===== config.mk =====
export PLATFORM = sky130hd
export DESIGN_NAME = tmr_prescale_share
export DESIGN_NICKNAME = d
export VERILOG_FILES = /design/src/rtl/tps_pkg.sv /design/src/rtl/tps_ctl.sv /design/src/rtl/tps_divider.sv /design/src/rtl/tps_edge.sv /design/src/rtl/tps_sel.sv /design/src/rtl/tmr_prescale_share.sv
export SDC_FILE = /design/constraint.sdc
export NUM_CORES = 1
export LEC_CHECK = 0
export BUFFER_PORTS_ARGS = -buffer_cell sky130_fd_sc_hd__buf_2
export CORE_MARGIN = 2
export CORE_UTILIZATION = 53
export DETAILED_ROUTE_END_ITERATION = 6
export PLACE_DENSITY = 0.87
export SLEW_MARGIN = 0
export SYNTH_ARGS = -nofsm -noshare
export SYNTH_HDL_FRONTEND = slang
export SYNTH_SLANG_ARGS = --single-unit

===== constraint.sdc =====
create_clock -name clk -period 3.85 [get_ports clk]
set_input_delay 0.1925 -clock clk [delete_from_list [all_inputs] [get_ports clk]]
set_output_delay 0.1925 -clock clk [all_outputs]
set_load 0.02 [all_outputs]

===== src/rtl/tps_pkg.sv =====
package tps_pkg;

   // clock selector encodings
   typedef enum logic [2:0] {
      CS_OFF      = 3'd0,
      CS_DIV1     = 3'd1,
      CS_DIV8     = 3'd2,
      CS_DIV64    = 3'd3,
      CS_DIV256   = 3'd4,
      CS_DIV1024  = 3'd5,
      CS_EXT_FALL = 3'd6,
      CS_EXT_RISE = 3'd7
   } clk_sel_e;

   localparam int NUM_TAPS = 5;
   localparam int SEL_W    = 3;

   // log2 of the divide ratio behind each tap
   function automatic int tap_shift(input int idx);
      case (idx)
         0:       return 0;
         1:       return 3;
         2:       return 6;
         3:       return 8;
         default: return 10;
      endcase
   endfunction

   // stored control state
   typedef struct packed {
      logic       halt;
      logic [1:0] clr;
   } ctl_t;

endpackage


===== src/rtl/tps_ctl.sv =====
module tps_ctl
   import tps_pkg::*;
#(
   parameter int REG_W = 8
) (
   input  logic             clk,
   input  logic             rst_n,
   input  logic             wr_en,
   input  logic [REG_W-1:0] wdata,
   output logic [REG_W-1:0] rdata,
   output logic             halt,
   output logic             psc_clr,
   output logic             alt_clr
);

   localparam int HALT_BIT = REG_W - 1;

   ctl_t st_q;
   logic unused_wbits;

   assign unused_wbits = ^wdata[HALT_BIT-1:2];

   always_ff @(posedge clk or negedge rst_n) begin
      if (!rst_n) begin
         st_q <= '0;
      end else if (wr_en) begin
         st_q.halt <= wdata[HALT_BIT];
         st_q.clr  <= wdata[1:0];
      end else if (!st_q.halt) begin
         // clear requests only persist under halt
         st_q.clr <= '0;
      end
   end

   always_comb begin
      rdata           = '0;
      rdata[HALT_BIT] = st_q.halt;
      rdata[1:0]      = st_q.clr;
   end

   assign halt    = st_q.halt;
   assign psc_clr = st_q.clr[0];
   assign alt_clr = st_q.clr[1];

endmodule


===== src/rtl/tps_divider.sv =====
module tps_divider
   import tps_pkg::*;
#(
   parameter int DIV_W = 10
) (
   input  logic                clk,
   input  logic                rst_n,
   input  logic                clr,
   output logic [NUM_TAPS-1:0] taps
);

   logic [DIV_W-1:0] cnt_q;

   always_ff @(posedge clk or negedge rst_n) begin
      if (!rst_n)   cnt_q <= '0;
      else if (clr) cnt_q <= '0;
      else          cnt_q <= cnt_q + 1'b1;
   end

   for (genvar t = 0; t < NUM_TAPS; t++) begin : g_tap
      localparam int SH = tap_shift(t);
      if (SH > DIV_W) begin : g_bad
         $error("tps_divider: DIV_W too narrow for tap %0d", t);
      end else if (SH == 0) begin : g_direct
         assign taps[t] = !clr;
      end else begin : g_roll
         // strobe in the cycle the low SH bits are about to wrap
         assign taps[t] = !clr && (&cnt_q[SH-1:0]);
      end
   end

endmodule


===== src/rtl/tps_edge.sv =====
module tps_edge #(
   parameter int STAGES = 2
) (
   input  logic clk,
   input  logic rst_n,
   input  logic pin,
   output logic rise,
   output logic fall
);

   // STAGES synchroniser flops plus one history flop
   logic [STAGES:0] sh_q;

   always_ff @(posedge clk or negedge rst_n) begin
      if (!rst_n) sh_q <= '0;
      else        sh_q <= {sh_q[STAGES-1:0], pin};
   end

   assign rise =  sh_q[STAGES-1] & ~sh_q[STAGES];
   assign fall = ~sh_q[STAGES-1] &  sh_q[STAGES];

endmodule


===== src/rtl/tps_sel.sv =====
module tps_sel
   import tps_pkg::*;
(
   input  logic [SEL_W-1:0]    sel,
   input  logic [NUM_TAPS-1:0] taps,
   input  logic                rise,
   input  logic                fall,
   input  logic                halt,
   output logic                tick
);

   logic pick;

   always_comb begin
      unique case (clk_sel_e'(sel))
         CS_OFF:      pick = 1'b0;
         CS_DIV1:     pick = taps[0];
         CS_DIV8:     pick = taps[1];
         CS_DIV64:    pick = taps[2];
         CS_DIV256:   pick = taps[3];
         CS_DIV1024:  pick = taps[4];
         CS_EXT_FALL: pick = fall;
         CS_EXT_RISE: pick = rise;
         default:     pick = 1'b0;
      endcase
   end

   assign tick = pick & ~halt;

endmodule


===== src/rtl/tmr_prescale_share.sv =====
module tmr_prescale_share
   import tps_pkg::*;
#(
   parameter int NUM_CH      = 2,
   parameter int SYNC_STAGES = 2,
   parameter int REG_W       = 8,
   parameter int DIV_W       = 10
) (
   input  logic                    clk,
   input  logic                    rst_n,
   input  logic                    ctl_wr,
   input  logic [REG_W-1:0]        ctl_wdata,
   output logic [REG_W-1:0]        ctl_q,
   output logic                    alt_rst,
   input  logic [NUM_CH*SEL_W-1:0] sel,
   input  logic [NUM_CH-1:0]       ext_pin,
   output logic [NUM_CH-1:0]       tick
);

   if (NUM_CH < 1) begin : g_bad_ch
      $error("tmr_prescale_share: NUM_CH must be at least 1");
   end
   if (SYNC_STAGES < 2) begin : g_bad_sync
      $error("tmr_prescale_share: SYNC_STAGES must be at least 2");
   end
   if (REG_W < 8) begin : g_bad_reg
      $error("tmr_prescale_share: REG_W must be at least 8");
   end

   logic                halt;
   logic                psc_clr;
   logic [NUM_TAPS-1:0] taps;

   tps_ctl #(.REG_W(REG_W)) u_ctl (
      .clk     (clk),
      .rst_n   (rst_n),
      .wr_en   (ctl_wr),
      .wdata   (ctl_wdata),
      .rdata   (ctl_q),
      .halt    (halt),
      .psc_clr (psc_clr),
      .alt_clr (alt_rst)
   );

   tps_divider #(.DIV_W(DIV_W)) u_div (
      .clk   (clk),
      .rst_n (rst_n),
      .clr   (psc_clr),
      .taps  (taps)
   );

   for (genvar c = 0; c < NUM_CH; c++) begin : g_ch
      logic rise;
      logic fall;

      tps_edge #(.STAGES(SYNC_STAGES)) u_edge (
         .clk   (clk),
         .rst_n (rst_n),
         .pin   (ext_pin[c]),
         .rise  (rise),
         .fall  (fall)
      );

      tps_sel u_sel (
         .sel  (sel[c*SEL_W +: SEL_W]),
         .taps (taps),
         .rise (rise),
         .fall (fall),
         .halt (halt),
         .tick (tick[c])
      );
   end

endmodule


==> results.md <==
* Num rows at 15
* Number of synthesized register bits at 19
* Crit Path Max Fanout at 4
* Setup Skew at 0.005633 ns
* H-tree levels at 1
* Worst slew pin tran at 0.5325 ns
* Layout cell share with drive strength beyond 1 at 25.64%
* Critical Path Source Type: flip-flop
* Layout fillers at 147
* Global-route wire length before repair at 2946 um
* Ys async rst share at 100.0%
* Hold Path Origin: ctl_wdata[0]
* Core area at 1745 um^2
* Global route overflow at 0
* Register area share after synthesis at 48.16%
* CTS tree: built
* Register Area at 475.5 um^2
* Post-CTS Setup Bufs at 0
* Routability Congestion at 0.7358
* Final Critical Period at 2.100 ns
* Worst reg2reg setup slack at 2.42 ns
* Hold WS at 0.09737 ns
* RR Endpoint: u_div.cnt_q[9]
* RSZ-0062 raised after global routing: false
* Util after Layout at 63.44%
* CTS-repair resized insts at 0
* P&R area growth vs syn at 12.17%
* Cells on worst reg2reg path at 3
* Share of the synthesized area in the top cell type at 48.16%
* Top cells by count, synth: dfrtp_1 (19), buf_4 (10), nand2_1 (7), nor2_1 (7)
* Worst r2r src: u_div.cnt_q[5]
* Initial antenna violation count at 0
* Power per cell area at 379.1 nW/um^2
* DR vias at 781
* Hold Path Cell Cnt at 3
* Root buffer cell: clkbuf_4
* Initial DRC Count at 15
* Die Span X at 47.16 um
* Port bufs at 19
* Clock transition at path regs at 0.11 ns
* Cell area after synthesis at 987.2 um^2
* Vias per cell at 5.500
* Drt pass-1 iters at 4
* Post-route ant nets at 0
* CTS sink cnt at 19
* Unique cell type count in the Yosys netlist at 34
* FMAX at 476.3 MHz
* Max_cap viols at 0
* YS warnings at 0
* Hold_buf cts at 3
* Routed len/inst at 13.07 um
* Most frequent cell after synthesis: dfrtp_1
* Worst Hold End: u_ctl.psc_clr
* Die H at 47.16 um
* Crit path capture type: output port
* NumNets Final at 139
* IO Count at 30
* Post-synth EDFFs at 0
* Worst slew margin at 64.50%
* CP Data Required Time at 3.66 ns
* Largest cells by area after synthesis: dfrtp_1 (48%), buf_4 (7.6%), a21oi_1 (3.0%)
* GRT Resource Usage Total at 19.09%
* Arr. time, crit path at 1.91 ns
* Inserted Diodes at 0
* Multi-input logic area at 436.7 um^2
* Synth area leader: dfrtp_1
* Synth Area per Inst at 10.07 um^2
* Number of global-route vias before repair at 727
* Post-route DRC at 0
* Total wire length at 1856 um
* Leakage at 0.0005129 uW
* Crit path kind: reg2out
* Fin Setup TNS at 0 ns
* Hold Path Class: in2reg
* Pins over their slew limit at 0
* Die area at 2224 um^2
* Critical Path Start: u_div.cnt_q[0]
* Peak VDD IR at 365.9 uV
* Syn Inst Count at 98
* Clock Latency Late Sink at 0.31 ns
* Tcrit/Tclk final at 54.54%
* Final Hold Vio Count at 0
* DP HPWL at 1345 um
* Largest net degree at the start of global routing at 20
* Num CTS Buffers at 3
* Starting density of the core at 56.56%
* Main synth FF type: dfrtp_1
* Clock buffer depth at 2
* Setup violators final at 0
* Outcome: finished, final reports clean
==> placed cells by master, fill, tap and decap left out, drive strengths merged, types with 4 or more instances in the layout <==
cell / netlist / routed
a21oi: 6 / 6
buf: 10 / 19
conb: 1 / 5
dfrtp: 19 / 19
nand2: 7 / 7
nand3: 5 / 5
nor2: 7 / 7
nor2b: 4 / 4
o21ai: 6 / 6
==> cell type report <==
cell class | count | share of cell area [%]
timing repair buffer | 22 | 11.30
sequential | 19 | 42.94
multi-input combinational | 69 | 39.44
inverter | 3 | 1.017
clock buffer | 3 | 2.034
tap | 25 | 2.825
clock inverter | 1 | 0.4520
==> flip-flops by register name, indices dropped and copies added (netlist names) <==
signal,count
u_ctl.psc_clr,1
g_ch.u_edge.sh_q,6
u_ctl.halt,1
u_div.cnt_q,10
u_ctl.alt_clr,1
==> power breakdown <==
group          total [uW]  switching [uW]  internal, uW
logic                74.2            41.0          33.2
registers             243            24.0           218
clock network         103            64.2          38.8
total                 420             129           291
==> worst max path at each step <==
stage | slack (ns) | endpoint | depth (start not counted)
global route | 1.65 | tick[1] | 6
global placement | 2.11 | tick[1] | 6
finish | 1.75 | tick[1] | 6
detailed placement | 2.10 | tick[1] | 6
floorplan | 2.25 | tick[1] | 6
CTS | 1.77 | tick[1] | 6
==> logic make-up after synthesis <==
| logic type | Yosys count | synth area share [%] |
|---|---|---|
| AOI/OAI and AO/OA | 22 | 15.08 |
| xor gates and xnor gates | 2 | 1.775 |
| adders and majority gates | 2 | 2.534 |
| buffers and inverters | 14 | 9.125 |
| DFF | 19 | 48.16 |
| muxes | 2 | 2.281 |
| other | 1 | 0.3799 |
| and+or+nand+nor | 36 | 20.66 |
==> critical path: stages (launching register included) <==
cell	delay [ns]
dfrtp_1	0.40
ha_1	0.22
ha_1	0.20
a21oi_1	0.08
o31a_1	0.23
a311oi_1	0.26
buf_2	0.21
==> stage by stage <==
step           power (uW)  std cells  setup WS, ns  area, um^2
2_1_floorplan       299.1        102         2.253        1002
3_3_place_gp        314.1        135         2.107        1050
3_5_place_dp        318.0        135         2.100        1050
4_1_cts             420.7        142         1.766        1107
5_1_grt             440.2        142         1.654        1107
6_report            419.8        142         1.750        1107
==> metal layers <==
metal / GRT usage (%) / wire [um]
met1: 23.54 / 809
met2: 32.05 / 938
met3: 2.308 / 66
met4: 11.11 / 40
met5: 0 / 0
Note: power is estimated with default switching activity, not from simulation.
